`config.mk`:
```
export PLATFORM = sky130hd
export DESIGN_NAME = outCell
export DESIGN_NICKNAME = d
export VERILOG_FILES = /design/src/rtl/outCellPkg.sv /design/src/rtl/outCellCtrl.sv /design/src/rtl/outCellDatapath.sv /design/src/rtl/outCell.sv
export SDC_FILE = /design/constraint.sdc
export NUM_CORES = 1
export LEC_CHECK = 0
export BUFFER_PORTS_ARGS = -buffer_cell sky130_fd_sc_hd__buf_2
export CORE_AREA = 2 2 39 41
export DETAILED_ROUTE_END_ITERATION = 16
export DIE_AREA = 0 0 41 43
export HOLD_SLACK_MARGIN = 0.1
export PLACE_DENSITY_LB_ADDON = 0.05
export SLEW_MARGIN = 30
export SYNTH_ARGS = -nofsm -noshare
export SYNTH_HDL_FRONTEND = slang
export SYNTH_HIERARCHICAL = 1
export SYNTH_SLANG_ARGS = --single-unit
```
`constraint.sdc`:
```
create_clock -name clk -period 3.9 [get_ports clk]
set_input_delay 0.585 -clock clk [delete_from_list [all_inputs] [get_ports clk]]
set_output_delay 0.585 -clock clk [all_outputs]
set_load 0.05 [all_outputs]
```
`src/rtl/outCellPkg.sv`:
```
`timescale 1ns/1ps
package outCellPkg;

  typedef enum logic [1:0] {
    MODE_REG_LOW   = 2'b00,
    MODE_REG_HIGH  = 2'b01,
    MODE_COMB_LOW  = 2'b10,
    MODE_COMB_HIGH = 2'b11
  } cellMode_e;

  // strobes from control to datapath
  typedef struct packed {
    logic clrNow;   // asynchronous clear of the cell flip-flop
    logic loadPre;  // take the test load value at the edge
    logic loadSet;  // take a 1 at the edge
    logic loadSum;  // take the array sum at the edge
    logic selComb;  // bypass the flip-flop
    logic invOut;   // drive the complement
  } cellStrobes_t;

endpackage

```
`src/rtl/outCellCtrl.sv`:
```
`timescale 1ns/1ps
module outCellCtrl
  import outCellPkg::*;
(
  input  logic         porN,
  input  logic         asyncClr,
  input  logic         syncSet,
  input  logic         preloadEn,
  input  logic [1:0]   cfgMode,
  output cellStrobes_t stb
);

  cellMode_e modeSel;

  always_comb begin
    modeSel = cellMode_e'(cfgMode);
    stb = '0;
    // both clear sources act asynchronously and outrank everything
    stb.clrNow = asyncClr | ~porN;
    // edge loads in priority order: test load, then set, then the array sum
    if (preloadEn)    stb.loadPre = 1'b1;
    else if (syncSet) stb.loadSet = 1'b1;
    else              stb.loadSum = 1'b1;
    unique case (modeSel)
      MODE_REG_LOW:   begin stb.selComb = 1'b0; stb.invOut = 1'b1; end
      MODE_REG_HIGH:  begin stb.selComb = 1'b0; stb.invOut = 1'b0; end
      MODE_COMB_LOW:  begin stb.selComb = 1'b1; stb.invOut = 1'b1; end
      MODE_COMB_HIGH: begin stb.selComb = 1'b1; stb.invOut = 1'b0; end
      default:        begin stb.selComb = 1'b0; stb.invOut = 1'b0; end
    endcase
  end

endmodule

```
`src/rtl/outCellDatapath.sv`:
```
`timescale 1ns/1ps
module outCellDatapath
  import outCellPkg::*;
#(
  parameter int NUM_TERMS = 8
) (
  input  logic                 clk,
  input  cellStrobes_t         stb,
  input  logic [NUM_TERMS-1:0] termVec,
  input  logic                 preloadVal,
  input  logic                 oeTerm,
  input  logic                 pinIn,
  output logic                 pinOut,
  output logic                 pinOe,
  output logic                 fbOut
);

  localparam int CHAIN_LEN = NUM_TERMS + 1;

  logic [CHAIN_LEN-1:0] orChain;
  logic sumTerm;
  logic cellQ;
  logic nextQ;
  logic clrNow;
  logic srcBit;

  // OR of the product terms, built as a chain
  assign orChain[0] = 1'b0;
  for (genvar i = 0; i < NUM_TERMS; i++) begin : g_sum
    assign orChain[i+1] = orChain[i] | termVec[i];
  end
  assign sumTerm = orChain[CHAIN_LEN-1];

  assign clrNow = stb.clrNow;

  always_comb begin
    nextQ = cellQ;
    if (stb.loadPre)      nextQ = preloadVal;
    else if (stb.loadSet) nextQ = 1'b1;
    else if (stb.loadSum) nextQ = sumTerm;
  end

  always_ff @(posedge clk or posedge clrNow) begin
    if (clrNow) cellQ <= 1'b0;
    else        cellQ <= nextQ;
  end

  // polarity is applied after the flip-flop / bypass select
  assign srcBit = stb.selComb ? sumTerm : cellQ;
  assign pinOut = srcBit ^ stb.invOut;
  assign pinOe  = oeTerm;
  assign fbOut  = stb.selComb ? pinIn : cellQ;

endmodule

```
`src/rtl/outCell.sv`:
```
`timescale 1ns/1ps
module outCell
  import outCellPkg::*;
#(
  parameter int NUM_TERMS = 8
) (
  input  logic                 clk,
  input  logic                 porN,
  input  logic                 asyncClr,
  input  logic                 syncSet,
  input  logic                 preloadEn,
  input  logic                 preloadVal,
  input  logic [1:0]           cfgMode,
  input  logic [NUM_TERMS-1:0] termVec,
  input  logic                 oeTerm,
  input  logic                 pinIn,
  output logic                 pinOut,
  output logic                 pinOe,
  output logic                 fbOut
);

  cellStrobes_t stb;

  outCellCtrl i_ctrl (
    .porN      (porN),
    .asyncClr  (asyncClr),
    .syncSet   (syncSet),
    .preloadEn (preloadEn),
    .cfgMode   (cfgMode),
    .stb       (stb)
  );

  outCellDatapath #(.NUM_TERMS(NUM_TERMS)) i_dp (
    .clk        (clk),
    .stb        (stb),
    .termVec    (termVec),
    .preloadVal (preloadVal),
    .oeTerm     (oeTerm),
    .pinIn      (pinIn),
    .pinOut     (pinOut),
    .pinOe      (pinOe),
    .fbOut      (fbOut)
  );

endmodule

```
==> results.txt <==
The critical path starts at termVec[5]. The number of hold buffers added after cts came out at 0. The gate count after technology mapping came out at 21. The count of buffers inserted at the top-level ports is 18. Setup repair after global routing left no endpoint under its margin. The via count of the first global-routing pass is 139. The full die area is 1760 µm². The net count of the finished layout is 56.

The area share of the leading cell type in the synthesized netlist is 15.6%. Entering global routing, the biggest net connects 5 pins. The top fanout value on the critical path is 2. The via count is 180. The number of inserted filler cells in the final layout is 166. The number of antenna diodes in the final layout is 0. The cell area power density is 157 nW/µm². Ranked by flip-flop count, first place goes to i_dp/cellQ. The data arrival time of the critical path came out at 1.89 ns. The required time of the critical path is 3.31 ns. Among all flip-flop cells after synthesis, the most frequent one is dfrtp_1. The row count came out at 14. The flip-flop count of the largest register, all copies and words added was 1. The min-delay analysis places its worst path in the category primary input to asynchronous set/reset pin. The sequential cell area came out at 25.0 µm². The number of synthesized register bits is 1. In the final layout, the registers with the most flip-flops are i_dp/cellQ: 1 flops. The total overflow left after global routing is 0. The leakage component of the power is 0.133 nW. The clock-pin slew on the worst setup and hold paths is 0 ns. The number of search-and-repair iterations in the first detailed-routing pass is 2. The category of the worst setup path capture point is a primary output. After routing the design area is 251 µm². The total I/O pin count is 21. After detailed placement, the design holds a cell count of 52. Counting flops with a built-in enable in the synthesized netlist gives 0.

The net count after synthesis is 39. The worst hold slack after final layout is 0.447 ns. The worst flop-to-flop path startpoint is i_dp/cellQ. The fraction of registers with async set/reset is 100%. The worst setup skew after layout is 0 ns. In the synthesized netlist, the cells that appear most often are inv_1, buf_4, or4_1. IR analysis of the VDD net gives a maximum drop of 0.0430 mV. The final number of hold-violating endpoints came to 0. The number of antenna violations at the first check in global routing is 0. The worst setup path is of the primary input to primary output kind. The die outline width came out at 41 µm. The number of nets still failing antenna checks after routing came out at 0.

The vertical die dimension is 43 µm. The first global-routing pass estimated 558 µm of wire. The quantity of gates resized following cts came out at 0. The worst setup path is launched from a primary input.

The count of different cell masters after synthesis is 16. The cell area reported after detailed placement came out at 251 µm². Each instance of the synthesized netlist takes up on average 7.63 µm².

The flow ran to the end, and the final reports show no timing, DRC or antenna violations. The pin slew with the least headroom to its limit came out at 0.248 ns. The total of max-cap violations is 0.

The mapped cell area came out at 160 µm². The placeable core area came out at 1380 µm². For this run, design rule violations remaining after detail routing come to 0.

Routability-driven placement finished with a final weighted congestion of 0.542. The worst-skew pair later-pin latency came out at 0 ns. Setup violations remaining at the end of the flow were counted as 0. The final critical path takes up 63.4% of the cycle.

The vias per cell came out at 3.46. By area the synthesized netlist is led by dfrtp_1, buf_4, inv_1. The initial core utilization came out at 11.6%.

Dividing the detail-routed wire length by the instance count gives 7.67 µm. The finished layout holds 52 standard cells, fillers aside. The area growth from synthesis to layout is 57.0%. For this run, the total global-route usage over all layers was measured as 4.20%.

The worst relative slew slack is 83.5%. The most area-hungry cell type in the Yosys netlist is dfrtp_1. The detailed placer's ending HPWL is 384 µm. Summing all multi-input logic gate instances after layout gives 101 µm². The first-iteration detailed-routing DRC count is 1. The layout cell share with drive strength beyond 1 is 61.1%. The total number of yosys warnings came out at 6. After layout, the minimum clock period comes to 2.47 ns. The final-layout setup total negative slack came out at 0 ns. By instance count, the leading cell after synthesis is inv_1. After clock tree synthesis, the setup repair step added 0 buffers. After detailed routing, the total wire length is 399 µm.

The number of pins with negative max-slew slack in the final report is 0. The maximum achievable frequency is 404 MHz. Sequential cells were found to cover 15.6% of the synthesized design area.
## power breakdown
part | leakage [nW] | internal (W) | switching, W
sequential | 0.0117 | 0.0000115 | 0.000000913
combinational | 0.121 | 0.0000122 | 0.0000148
clock | 0 | 0 | 0
## layout by cell type, fill, tap and decap left out
cell type	n
inv_1	4
buf_2	18
o31ai_2	1
nor2b_4	1
nand2b_1	1
nor2_1	1
mux2_2	1
or2_2	1
dfrtp_1	1
o21ai_0	1
nor2b_1	1
or4_1	2
xnor2_1	1
a21oi_1	1
a211oi_1	1
## path summary, 6_finish.rpt
kind,to,slack (ns),depth (start not counted)
max in group asynchronous,i_dp/cellQ,3.26,3
worst max register to register,i_dp/cellQ,3.09,2
worst min-delay path,i_dp/cellQ,0.45,3
min in group clk,i_dp/cellQ,0.61,2
worst max-delay path,pinOut,1.43,5
worst min register to register,i_dp/cellQ,0.61,2
## metal layers
metal / GRT usage (%) / routed length [µm]
met1: 5.08 / 143
met4: 0 / 0
met5: 0 / 0
met3: 0 / 48
met2: 8.13 / 206
## worst max-delay path, cell delays in order
cell and delay [ns]:
buf_2 0.09, or4_1 0.55, o31ai_2 0.25, xnor2_1 0.13, buf_2 0.27
## area by class of cell
cell class / instances / share of cell area [%]
flip-flops and latches: 1 / 9.95
well taps: 16 / 7.96
repair buffers: 18 / 35.8
multi-input cells: 13 / 40.3
inverters: 4 / 5.97
## per-stage QoR
| stage | setup WS, ns | power, W | utilization [%] |
|---|---|---|---|
| 6_report | 1.43 | 0.0000394 | 18.2 |
| 5_1_grt | 1.37 | 0.0000421 | 18.2 |
| 4_1_cts | 1.41 | 0.0000398 | 18.2 |
| 3_5_place_dp | 1.41 | 0.0000397 | 18.2 |
| 3_3_place_gp | 1.42 | 0.0000394 | 18.2 |
| 2_1_floorplan | 1.45 | 0.0000324 | - |
## kinds of logic after synthesis
group	synth area share [%]
muxes	7.03
and+or+nand+nor	32.0
AOI/OAI and AO/OA	18.7
xor gates and xnor gates	5.47
buffers and inverters	21.1
DFF	15.6
No activity file was read; power rests on OpenSTA's default activity.
